[config.mk]
export PLATFORM = sky130hd
export DESIGN_NAME = dma_bus_arbiter
export DESIGN_NICKNAME = d
export VERILOG_FILES = /design/src/rtl/dma_arb_pkg.sv /design/src/rtl/dma_chan_ctr.sv /design/src/rtl/dma_slot_pick.sv /design/src/rtl/dma_bus_arbiter.sv
export SDC_FILE = /design/constraint.sdc
export NUM_CORES = 1
export LEC_CHECK = 0
export ABC_AREA = 0
export BUFFER_PORTS_ARGS = -buffer_cell sky130_fd_sc_hd__buf_4
export CORE_UTILIZATION = 51
export CTS_CLUSTER_SIZE = 40
export DETAILED_ROUTE_END_ITERATION = 8
export PLACE_DENSITY_LB_ADDON = 0.12
export SLEW_MARGIN = 20
export SYNTH_ARGS = -nofsm -noshare
export SYNTH_HDL_FRONTEND = slang
export SYNTH_SLANG_ARGS = --single-unit
[constraint.sdc]
create_clock -name clk -period 3 [get_ports clk]
set_clock_uncertainty 0.1 [all_clocks]
set_input_delay 0.45 -clock clk [delete_from_list [all_inputs] [get_ports clk]]
set_output_delay 0.45 -clock clk [all_outputs]
set_load 0.01 [all_outputs]
[src/rtl/dma_arb_pkg.sv]
package dma_arb_pkg;
   typedef enum logic [1:0] {
      OWN_CPU = 2'd0,
      OWN_CH0 = 2'd1,
      OWN_CH1 = 2'd2
   } own_e;
endpackage

[src/rtl/dma_chan_ctr.sv]
module dma_chan_ctr #(
   parameter int CNT_W = 8
) (
   input  logic             clk,
   input  logic             rst_n,
   input  logic             load,
   input  logic [CNT_W-1:0] len,
   input  logic             mode_burst,
   input  logic             dec,
   output logic [CNT_W-1:0] remain,
   output logic             burst_q,
   output logic             active,
   output logic             nxt_active,
   output logic             nxt_burst
);
   localparam logic [CNT_W-1:0] ONE = CNT_W'(1);

   assign active     = (remain != '0);
   assign nxt_active = load | (active & ~(dec & (remain == ONE)));
   assign nxt_burst  = load ? mode_burst : burst_q;

   always_ff @(posedge clk) begin
      if (!rst_n) begin
         remain  <= '0;
         burst_q <= 1'b0;
      end else if (load) begin
         remain  <= len;
         burst_q <= mode_burst;
      end else if (dec) begin
         remain  <= remain - ONE;
      end
   end

   AST_CNT_DEC: assert property (@(posedge clk) disable iff (!rst_n)
      (dec && !load) |=> (remain == $past(remain) - ONE));
   AST_DEC_LIVE: assert property (@(posedge clk) disable iff (!rst_n)
      dec |-> active);
endmodule

[src/rtl/dma_slot_pick.sv]
module dma_slot_pick
   import dma_arb_pkg::*;
(
   input  logic [1:0] act,
   input  logic [1:0] brst,
   input  logic       rr_mode,
   input  logic       rr_pri,
   input  own_e       cur,
   output own_e       nxt
);
   logic       hi, cand, cur_steal;
   logic [1:0] burst_act;

   always_comb begin
      hi        = rr_mode ? rr_pri : 1'b0;
      cand      = act[hi] ? hi : ~hi;
      burst_act = act & brst;
      cur_steal = (cur == OWN_CH0 && !brst[0]) || (cur == OWN_CH1 && !brst[1]);
      if (act == 2'b00) begin
         nxt = OWN_CPU;
      end else if (brst[cand]) begin
         nxt = cand ? OWN_CH1 : OWN_CH0;
      end else if (cur_steal) begin
         if (burst_act[0])      nxt = OWN_CH0;
         else if (burst_act[1]) nxt = OWN_CH1;
         else                   nxt = OWN_CPU;
      end else begin
         nxt = cand ? OWN_CH1 : OWN_CH0;
      end
   end
endmodule

[src/rtl/dma_bus_arbiter.sv]
module dma_bus_arbiter
   import dma_arb_pkg::*;
#(
   parameter int CNT_W = 8,
   parameter bit RR_EN = 1'b1
) (
   input  logic             clk,
   input  logic             rst_n,
   input  logic [1:0]       ch_req,
   input  logic [1:0]       ch_burst,
   input  logic [CNT_W-1:0] ch0_len,
   input  logic [CNT_W-1:0] ch1_len,
   input  logic             prio_rr,
   input  logic             xfer_done,
   output logic [2:0]       gnt,
   output logic [1:0]       owner,
   output logic             cfg_err,
   output logic [CNT_W-1:0] ch0_left,
   output logic [CNT_W-1:0] ch1_left
);
   localparam int NCH = 2;

   if (CNT_W < 1 || CNT_W > 16) begin : g_bad_w
      $error("dma_bus_arbiter: CNT_W must be 1..16");
   end

   logic             rr_mode;
   if (RR_EN) begin : g_rr
      assign rr_mode = prio_rr;
   end else begin : g_fixed
      assign rr_mode = prio_rr & 1'b0;
   end

   own_e             own_q, own_nx;
   logic             rr_pri;
   logic [CNT_W-1:0] len_a [NCH];
   logic [CNT_W-1:0] rem_a [NCH];
   logic [NCH-1:0]   act, brst, act_nx, brst_nx, try, rej, load, dec;

   assign len_a[0] = ch0_len;
   assign len_a[1] = ch1_len;

   assign try    = ch_req & ~act & {(ch1_len != '0), (ch0_len != '0)};
   assign rej[0] = rr_mode & try[0] & act[1] & (brst[1] != ch_burst[0]);
   assign rej[1] = rr_mode & try[1] &
                   ((act[0] & (brst[0] != ch_burst[1])) |
                    (try[0] & ~rej[0] & (ch_burst[0] != ch_burst[1])));
   assign load   = try & ~rej;
   assign dec[0] = xfer_done & (own_q == OWN_CH0);
   assign dec[1] = xfer_done & (own_q == OWN_CH1);

   for (genvar k = 0; k < NCH; k++) begin : g_ch
      dma_chan_ctr #(.CNT_W(CNT_W)) u_ctr (
         .clk        (clk),
         .rst_n      (rst_n),
         .load       (load[k]),
         .len        (len_a[k]),
         .mode_burst (ch_burst[k]),
         .dec        (dec[k]),
         .remain     (rem_a[k]),
         .burst_q    (brst[k]),
         .active     (act[k]),
         .nxt_active (act_nx[k]),
         .nxt_burst  (brst_nx[k])
      );
   end

   dma_slot_pick u_pick (
      .act     (act_nx),
      .brst    (brst_nx),
      .rr_mode (rr_mode),
      .rr_pri  (rr_pri),
      .cur     (own_q),
      .nxt     (own_nx)
   );

   always_ff @(posedge clk) begin
      if (!rst_n) begin
         own_q   <= OWN_CPU;
         rr_pri  <= 1'b0;
         cfg_err <= 1'b0;
      end else begin
         cfg_err <= |rej;
         if (xfer_done) begin
            own_q <= own_nx;
            if (own_nx == OWN_CH0)      rr_pri <= 1'b1;
            else if (own_nx == OWN_CH1) rr_pri <= 1'b0;
         end
      end
   end

   assign owner    = own_q;
   assign gnt      = {own_q == OWN_CH1, own_q == OWN_CH0, own_q == OWN_CPU};
   assign ch0_left = rem_a[0];
   assign ch1_left = rem_a[1];

   AST_ONE_GRANT: assert property (@(posedge clk) disable iff (!rst_n)
      $countones(gnt) == 1);
   AST_HOLD_OWNER: assert property (@(posedge clk) disable iff (!rst_n)
      !xfer_done |=> $stable(owner));
   AST_CPU_DEFAULT: assert property (@(posedge clk) disable iff (!rst_n)
      (xfer_done && ch0_left == '0 && ch1_left == '0 && ch_req == 2'b00)
      |=> (owner == OWN_CPU));
   AST_OWNER_LIVE: assert property (@(posedge clk) disable iff (!rst_n)
      (owner == OWN_CH0 |-> ch0_left != '0) and
      (owner == OWN_CH1 |-> ch1_left != '0));
   AST_RR_NOMIX: assert property (@(posedge clk) disable iff (!rst_n)
      (rr_mode && act == 2'b11) |-> (brst[0] == brst[1]));
endmodule

==> impl_metrics.json, run 1 <==
{
  "cp_cell_sequence": "inv_1 -> ha_1 -> nand2_1 -> a21oi_4 -> a31oi_4 -> o21ai_4 -> mux2i_2 -> a311oi_2 -> a2bb2oi_2 -> ha_1 -> nand3b_1 -> a21boi_0",
  "grt_use_total_pct": 23.8,
  "core-area_um2": 2730,
  "cp-endpoint": "rr_pri",
  "grt_max_degree": 18,
  "fillers": 226,
  "grt_pass1_vias": 1381,
  "r2r_end": "rr_pri",
  "die_h_um": 55.7,
  "grt_pass1_wl_um": 5930,
  "synth_edf_count": 0,
  "drt_iter0_markers": 48,
  "hold_violations": 0,
  "cts_root_buf": "clkbuf_4",
  "io_buffers": 45,
  "ctsHtreeMaxLevel": 1,
  "routed_wl_um": 3600,
  "syn_nets": 206,
  "avgSynthCellArea_um2": 8.40,
  "arrival_ns": 2.99,
  "tightest_slew_ns": 0.681,
  "dr_total_vias": 1456,
  "final_cell_mix": "buf_4, nand2_1, dfxtp_1, nor2_1",
  "worst-path-max-fanout": 5,
  "setup-violations-final": 0,
  "cpMaxStageDelayCell": "dfxtp_1",
  "cp-start-kind": "flop",
  "hold_start": "ch0_len[6]",
  "finalCriticalPeriod_ns": 2.85,
  "drv_cap": 0,
  "place_area_um2": 1840,
  "diodes": 0,
  "worstRegToRegCells": 12,
  "clk_pin_slew_ns": 0.13,
  "fin_crit_sh_pct": 94.9,
  "powerDensity_nw_per_um2": 1180,
  "overflow": 0,
  "dp_slack_ns": 0.0502,
  "rows": 19,
  "ys_warn_count": 0,
  "max-vdd-ir-drop_mv": 0.822,
  "drtPass1Iterations": 4,
  "syn-instance-count": 175,
  "ys_seq_area_share_pct": 30.0,
  "routedWlPerCell_um": 14.3,
  "netlist_area_um2": 1470,
  "worst_path_most_repeated_cell": "ha_1",
  "cts_tree": "built",
  "cts_inserted_buffers": 3,
  "required_ns": 3.15,
  "synth_flop_cell": "dfxtp_1",
  "ys_seq_elements": 22,
  "mostFrequentLayoutCell": "buf_4",
  "clock-sinks": 22,
  "place_congestion": 0.885,
  "syn_to_final_growth_pct": 31.9,
  "drive_gt1_share_pct": 31.7,
  "nets": 253,
  "leakagePower_nw": 0.845,
  "postRouteAntennaNets": 0,
  "fin_ws_ns": 0.152,
  "synth_top_area_cell": "dfxtp_1",
  "fmax_mhz": 351,
  "hold_class": "in2reg",
  "hold_ws_ns": 0.280,
  "antenna_found_initial": 0,
  "final_cell_area_um2": 1940,
  "synth_cell_types": 48,
  "slew_viol_final": 0,
  "die_w_um": 55.7,
  "status": "completed",
  "remaining_drc_errors": 0,
  "r2r-start": "g_ch[0].u_ctr.remain[0]",
  "synthTopCellsByArea": "dfxtp_1, nand2_1, ha_1",
  "dp_hpwl_um": 2770,
  "reg2reg_setup_slack_ns": 0.15,
  "ios": 46,
  "start_util_pct": 53.8,
  "ys_async_sr_fraction_pct": 0,
  "relSlewSlack_pct": 54.2,
  "cts_buffer_depth": 2,
  "insertion_delay_ns": 0.31,
  "cp-end-kind": "flop",
  "max_stage_delay_ns": 0.38,
  "crit_type": "reg2reg",
  "worstSetupStartpoint": "g_ch[0].u_ctr.remain[0]",
  "die_area_um2": 3100,
  "setup_tns_ns": 0,
  "rsz0062_at_grt": "no",
  "routed_via_density": 5.78,
  "synth_top_area_share_pct": 30.0
}
cell usage after synthesis, drive strengths merged, types with 2 or more instances:
| cell type | n |
|---|---|
| nand2 | 24 |
| dfxtp | 22 |
| nor2 | 14 |
| nor4 | 8 |
| a211oi | 7 |
| ha | 7 |
| inv | 7 |
| xnor2 | 7 |
| a21oi | 6 |
| and2 | 6 |
| clkbuf | 6 |
| a31oi | 5 |
| nor2b | 5 |
| o21ai | 5 |
| xor2 | 5 |
| a311oi | 3 |
| and3 | 3 |
| mux2i | 3 |
| nand3 | 3 |
| o211a | 3 |
| or3 | 3 |
| a21boi | 2 |
| a22oi | 2 |
| and4 | 2 |
| o211ai | 2 |
what timing repair did:
| item | 4_1_cts | 5_1_grt |
|---|---|---|
| hold buffers | 0 | 0 |
| setup buffers | 0 | 1 |
| setup endpoints to repair | 0 | 1 |
| gates resized for setup | 0 | 10 |
routing by layer:
metal,up-vias,routed length [µm],track usage [%],share of wire [%]
met3,4,165,3.72,4.6
met1,675,1730,31.9,48
li1,732,-,-,-
met2,45,1680,38.0,47
met5,-,0,0,0
met4,0,26,10.0,0.72
state kept, by name, indices dropped and copies added, names as in the netlist:
name / count
g_ch.u_ctr.remain: 16
g_ch.u_ctr.burst_q: 2
owner: 2
cfg_err: 1
rr_pri: 1
power by group:
| group | switching [mW] | leakage (nW) | total (mW) | internal [mW] |
|---|---|---|---|---|
| registers | 0.155 | 0.181 | 0.569 | 0.414 |
| logic | 0.766 | 0.636 | 1.49 | 0.729 |
| clock network | 0.0983 | 0.0279 | 0.233 | 0.135 |
worst min path at each step:
stage	endpoint	depth (start not counted)
2_1_floorplan	rr_pri	2
3_3_place_gp	rr_pri	2
3_5_place_dp	g_ch[0].u_ctr.remain[3]	2
4_1_cts	g_ch[1].u_ctr.remain[0]	2
5_1_grt	g_ch[1].u_ctr.remain[0]	2
6_report	g_ch[0].u_ctr.remain[6]	2
through the flow:
| stage | utilization (%) | power [mW] | std cells |
|---|---|---|---|
| 6_report | 70.9 | 2.30 | 252 |
| 4_1_cts | 69.3 | 2.23 | 251 |
| 3_5_place_dp | 67.4 | 1.99 | 247 |
| 3_3_place_gp | 67.4 | 1.94 | 247 |
| 5_1_grt | 70.9 | 2.49 | 252 |
| 2_1_floorplan | - | 1.56 | 175 |
final cells by class:
cell class | count | area, µm² | area share (%)
clock inverters | 1 | 30.0 | 1.55
flip-flops and latches | 22 | 444 | 22.9
repair buffers | 49 | 368 | 19.0
multi-input cells | 139 | 1010 | 52.1
well taps | 31 | 38.8 | 2.00
clock buffers | 3 | 22.5 | 1.16
inverters | 7 | 26.3 | 1.35
critical path: cells and delay by family, from the launching register on:
| kind | cells | cell delay (ns) |
|---|---|---|
| AOI/OAI and AO/OA | 6 | 1.02 |
| adders and majority gates | 2 | 0.53 |
| buffers and inverters | 1 | 0.12 |
| DFF | 1 | 0.38 |
| muxes | 1 | 0.37 |
| and+or+nand+nor | 2 | 0.26 |
kinds of logic (layout without fill, tap and decap cells):
logic type | count (synthesis) | after routing | share of synthesized area [%]
AND/OR/NAND/NOR | 74 | 74 | 27.1
AO/OA/AOI/OAI | 43 | 43 | 23.9
flip-flops | 22 | 22 | 30.0
buffers and inverters | 14 | 60 | 3.66
XOR/XNOR | 12 | 12 | 7.15
adder cells (fa/ha/maj) | 7 | 7 | 5.96
multiplexers | 3 | 3 | 2.30
Power figures use the tool's default switching activity.
==> run 2: changes to the inputs <==
--- a/config.mk
+++ b/config.mk
@@ -11,7 +11,9 @@
 export CTS_CLUSTER_SIZE = 40
 export DETAILED_ROUTE_END_ITERATION = 8
 export PLACE_DENSITY_LB_ADDON = 0.12
+export RECOVER_POWER = 100
 export SLEW_MARGIN = 20
 export SYNTH_ARGS = -nofsm -noshare
 export SYNTH_HDL_FRONTEND = slang
+export SYNTH_HIERARCHICAL = 1
 export SYNTH_SLANG_ARGS = --single-unit
==> run 2 against run 1 <==
  * The flow now finishes with violations (setup timing)
  * Clock power about the same
  * Flip-flop and latch count unchanged
  * Combinational power up 17%
  * Clock-buffer cell count unchanged
  * Critical path depth up 2
  * Sequential share of layout area down 3.1 points
  * Largest power group unchanged
==> impl_metrics.json, run 2 <==
{
  "die_area_um2": 3100,
  "met2_wirelength_um": 2040,
  "cp-end-kind": "flop",
  "fmax_mhz": 272,
  "synth_edf_count": 0,
  "hold_ws_ns": 0.309,
  "syn_to_final_growth_pct": 52.0,
  "met3WireLength_um": 200,
  "drt-met1-wl_um": 1950,
  "multi_input_area_um2": 1060,
  "violations": "setup timing",
  "largest_reg_flops": 16,
  "grt_max_degree": 28,
  "slew_viol_final": 0,
  "place_congestion": 0.843,
  "insertion_delay_ns": 0.31,
  "setup_tns_ns": -0.997,
  "pwr-share-seq_pct": 19.3,
  "p_switching_mw": 1.03,
  "cts_tree": "built",
  "synth_top_area_share_pct": 30.0,
  "fin_crit_sh_pct": 123,
  "hold_class": "in2reg",
  "die_w_um": 55.7,
  "antenna_found_initial": 0,
  "syn_nets": 208,
  "routed_via_density": 5.77,
  "overflow": 0,
  "routedWlPerCell_um": 14.7,
  "power_mw": 2.46,
  "ios": 46,
  "power_frac_comb_pct": 71.2,
  "cp_cell_sequence": "or4_4 -> nor3_4 -> nand2_2 -> a211o_4 -> o31ai_4 -> a21boi_2 -> mux2_2 -> or3b_4 -> o2111a_1 -> o21a_1 -> ha_1 -> nor2b_1 -> mux2i_1 -> nor2b_1",
  "synth_top_area_cell": "dfxtp_1",
  "crit_type": "reg2reg",
  "drtPass1Iterations": 4,
  "ys_seq_area_share_pct": 30.0,
  "syn-instance-count": 177,
  "clockPowerShare_pct": 9.5,
  "synth_most_common_cell": "dfxtp_1",
  "start_util_pct": 53.7,
  "leakagePower_nw": 0.993,
  "grt_pass1_wl_um": 6730,
  "worst_path_most_repeated_cell": "nor2b_1",
  "nets": 291,
  "drive_gt1_share_pct": 39.8,
  "required_ns": 3.12,
  "grt_pass1_vias": 1547,
  "cts_root_buf": "clkbuf_4",
  "place_area_um2": 2070,
  "finalCriticalPeriod_ns": 3.68,
  "die_h_um": 55.7,
  "netlist_area_um2": 1470,
  "worst-path-max-fanout": 3,
  "powerDensity_nw_per_um2": 1100,
  "ctsHtreeMaxLevel": 1,
  "io_buffers": 45,
  "hold_violations": 0,
  "diodes": 0,
  "ys_async_sr_fraction_pct": 0,
  "cts_buffer_depth": 2,
  "mostFrequentLayoutCell": "buf_4",
  "rsz0062_at_grt": "yes",
  "final_cell_area_um2": 2230,
  "relSlewSlack_pct": 55.8,
  "routed_wl_um": 4270,
  "rows": 19,
  "seq_area_um2": 443,
  "arrival_ns": 3.80,
  "fillers": 183,
  "setup-violations-final": 3,
  "remaining_drc_errors": 0,
  "hold_buffers": 0,
  "grt_use_total_pct": 27.1,
  "cp-start-kind": "flop",
  "synth_flop_cell": "dfxtp_1",
  "cellInternalPower_mw": 1.43,
  "synth_cell_types": 45,
  "regMostFlops": "g_ch.u_ctr/remain",
  "top_layer_used": "met4",
  "tightest_slew_ns": 0.654,
  "drt_iter0_markers": 57,
  "avgSynthCellArea_um2": 8.30,
  "cts_inserted_buffers": 3,
  "core-area_um2": 2730,
  "synthTopCellsByArea": "dfxtp_1, ha_1, o21ai_0",
  "max_stage_delay_ns": 0.55,
  "drv_cap": 0,
  "postRouteAntennaNets": 0,
  "ys_seq_elements": 22,
  "cpMaxStageDelayCell": "or4_4",
  "status": "finished with violations",
  "fin_ws_ns": -0.679,
  "p_sw_share_pct": 41.9,
  "final_cell_mix": "buf_4, dfxtp_1, o21ai_0, nand2_1, inv_1",
  "ys_warn_count": 6,
  "yosys-top-cells-count": "dfxtp_1, o21ai_0, nand2_1",
  "dp_hpwl_um": 2940,
  "clock-sinks": 22,
  "clk_pin_slew_ns": 0.14,
  "dr_total_vias": 1674,
  "max-vdd-ir-drop_mv": 0.878
}
## run 2: cell types whose count changed in the layout (fill, tap and decap cells not counted), sizes merged, moves of 6 or more
cell	before	now
buf	49	76
o21ai	5	16
nand2	24	14
clkbuf	3	11
nor2	14	7
or4	0	6
## run 2: what timing repair did
action	in CTS	in global routing
gates resized for setup	7	10
endpoints found under the setup margin	3	4
setup buffers	4	4
pin swaps	2	3
## run 2: path summary, 6_finish.rpt
kind,start,end,slack [ns],cells past startpoint
min,ch1_len[1],g_ch[1].u_ctr/remain[1],0.31,3
max,g_ch[0].u_ctr/remain[2],rr_pri,-0.68,14
max reg2reg,g_ch[0].u_ctr/remain[2],rr_pri,-0.68,14
min reg2reg,rr_pri,rr_pri,0.48,2
## run 2: metrics by stage
stage	util, %	worst slack, ns	cells
floorplan	-	-0.593	177
global placement	75.7	-0.594	278
detailed placement	75.7	-0.775	278
CTS	80.0	-0.673	286
global route	81.6	-0.756	290
finish	81.6	-0.679	290
## run 2: power groups by stage
stage               sequential [mW]  combinational (mW)  clock [mW]
floorplan                     0.549               0.783           0
global placement              0.469                1.43           0
detailed placement            0.475                1.48           0
CTS                           0.476                1.60       0.238
global route                  0.487                1.88       0.247
finish                        0.476                1.75       0.233
## run 2: logic make-up (layout without fill, tap and decap cells)
family	after synthesis	in the layout	share of synthesized area, %
AND/OR/NAND/NOR	74	74	30.6
AO/OA/AOI/OAI	44	44	19.8
flip-flops	22	22	30.0
buffers and inverters	15	97	4.00
XOR/XNOR	9	9	5.37
adder cells (fa/ha/maj)	7	7	5.96
multiplexers	6	6	4.26
## run 2: cell type report
cell class | instances | area share (%)
Clock inverter | 1 | 1.35
Multi-Input combinational cell | 140 | 47.6
Clock buffer | 3 | 1.01
Sequential cell | 22 | 19.8
Timing Repair Buffer | 84 | 26.9
Tap cell | 31 | 1.74
Inverter | 9 | 1.51
## run 2: worst max-delay path, delay by kind of cell (launching register included)
kind	cells	cell delay [ns]
flops	1	0.34
fa+ha+maj	1	0.29
compound gates	5	0.97
simple gates	6	1.37
mux	2	0.50
## run 2: routing by layer
| metal | global-route usage, % | vias to the layer above |
|---|---|---|
| li1 | - | 815 |
| met1 | 36.4 | 796 |
| met2 | 43.7 | 55 |
| met3 | 3.02 | 8 |
| met4 | 12.1 | 0 |
| met5 | 0 | - |
==> run 3: changes to the inputs <==
--- a/config.mk
+++ b/config.mk
@@ -11,7 +11,6 @@
 export CTS_CLUSTER_SIZE = 40
 export DETAILED_ROUTE_END_ITERATION = 8
 export PLACE_DENSITY_LB_ADDON = 0.12
-export RECOVER_POWER = 100
 export SLEW_MARGIN = 20
 export SYNTH_ARGS = -nofsm -noshare
 export SYNTH_HDL_FRONTEND = slang
==> run 3 against run 2 <==
  * The run still ends with setup timing left
  * Critical path depth is the same
  * Cell area up 1.3%
  * Sequential power about the same
  * Utilization grew 1.1 points
  * Clock-buffer cell count did not move
  * Power rose by 1.1%
==> impl_metrics.json, run 3 (synthesis results as in run 2) <==
{
  "crit_type": "reg2reg",
  "regMostFlops": "g_ch.u_ctr/remain",
  "multi_input_area_um2": 1060,
  "arrival_ns": 3.80,
  "routed_via_density": 5.74,
  "worst-path-max-fanout": 3,
  "die_w_um": 55.7,
  "dr_total_vias": 1666,
  "fmax_mhz": 272,
  "cts_root_buf": "clkbuf_4",
  "mostFrequentLayoutCell": "buf_4",
  "max-vdd-ir-drop_mv": 0.885,
  "relSlewSlack_pct": 56.7,
  "cp-start-kind": "flop",
  "cts_buffer_depth": 2,
  "worstSetupStartpoint": "g_ch[0].u_ctr/remain[2]",
  "slew_viol_final": 0,
  "seq_area_um2": 443,
  "cts_tree": "built",
  "power_mw": 2.49,
  "insertion_delay_ns": 0.32,
  "syn_to_final_growth_pct": 54.0,
  "hold_class": "in2reg",
  "drv_cap": 0,
  "grt_use_total_pct": 27.1,
  "final_cell_mix": "buf_4, dfxtp_1, o21ai_0, nand2_1, inv_1",
  "remaining_drc_errors": 0,
  "hold_buffers": 0,
  "leakagePower_nw": 1.03,
  "tightest_slew_ns": 0.641,
  "die_h_um": 55.7,
  "fillers": 174,
  "grt_pass1_wl_um": 6730,
  "rows": 19,
  "nets": 291,
  "setup-violations-final": 3,
  "largest_reg_flops": 16,
  "hold_depth": 3,
  "antenna_found_initial": 0,
  "required_ns": 3.12,
  "drtPass1Iterations": 4,
  "dp_slack_ns": -0.775,
  "postRouteAntennaNets": 0,
  "clk_pin_slew_ns": 0.14,
  "drt_iter0_markers": 64,
  "cp-end-kind": "flop",
  "grt_max_degree": 28,
  "io_buffers": 45,
  "grt_pass1_vias": 1547,
  "ios": 46,
  "die_area_um2": 3100,
  "finalCriticalPeriod_ns": 3.68,
  "r2r-start": "g_ch[0].u_ctr/remain[2]",
  "rsz0062_at_grt": "yes",
  "routedWlPerCell_um": 14.6,
  "core-area_um2": 2730,
  "routed_wl_um": 4240,
  "fin_ws_ns": -0.682,
  "ctsHtreeMaxLevel": 1,
  "overflow": 0,
  "powerDensity_nw_per_um2": 1100,
  "clock-sinks": 22,
  "setup_tns_ns": -1.01,
  "dp_hpwl_um": 2940,
  "status": "finished with violations",
  "hold_violations": 0,
  "cts_inserted_buffers": 3,
  "place_congestion": 0.843,
  "hold_start": "ch1_len[1]",
  "drive_gt1_share_pct": 42.9,
  "diodes": 0,
  "fin_crit_sh_pct": 123,
  "start_util_pct": 53.7,
  "worstRegToRegCells": 14,
  "violations": "setup timing"
}
[run 3: cell count changes in the layout (fill, tap and decap cells not counted), sizes merged]
cell | previous run | this run
buf | 76 | 84
clkbuf | 11 | 3
[run 3: critical path, stage by stage (launching register included)]
cell and delay [ns]:
dfxtp_2 0.34, or4_4 0.55, nor3_4 0.15, nand2_2 0.09, a211o_4 0.30, o31ai_4 0.21
a21boi_2 0.10, mux2_2 0.29, or3b_4 0.38, o2111a_1 0.24, o21a_1 0.12, ha_1 0.29
nor2b_1 0.14, mux2i_1 0.21, nor2b_1 0.06
[run 3: layer usage]
metal / global-route usage (%) / up-vias / routed length, µm / share of wire [%]
li1: - / 818 / - / -
met1: 36.4 / 783 / 1880 / 44
met2: 43.7 / 57 / 2050 / 48
met3: 3.02 / 8 / 230 / 5.4
met4: 12.1 / 0 / 71 / 1.7
met5: 0 / - / 0 / 0
[run 3: path summary, 6_finish.rpt]
kind                             end  slack (ns)
max                           rr_pri       -0.68
min          g_ch[1].u_ctr/remain[1]        0.31
max reg2reg                   rr_pri       -0.68
min reg2reg                   rr_pri        0.47
[run 3: layout make-up]
class | instances | share of cell area [%]
clock inverters | 1 | 1.33
multi-input cells | 140 | 47.0
clock buffers | 3 | 0.996
well taps | 31 | 1.71
flip-flops and latches | 22 | 19.6
repair buffers | 84 | 27.9
inverters | 9 | 1.49
[run 3: report_power, final]
group	internal (mW)	switching, mW
Sequential	0.396	0.0811
Clock	0.135	0.0998
Combinational	0.929	0.848
[run 3: through the flow]
step	area [µm²]	util, %	std cells	hold WS [ns]
6_report	2260	82.7	290	0.306
5_1_grt	2260	82.7	290	0.304
4_1_cts	2190	80.0	286	0.300
3_5_place_dp	2070	75.7	278	0.457
3_3_place_gp	2070	75.7	278	0.431
2_1_floorplan	1490	-	177	0.405
[run 3: what timing repair did]
action	in CTS	in global routing
buffers inserted	4	4
endpoints found under the setup margin	3	4
pin swaps	2	3
resized for setup	7	10
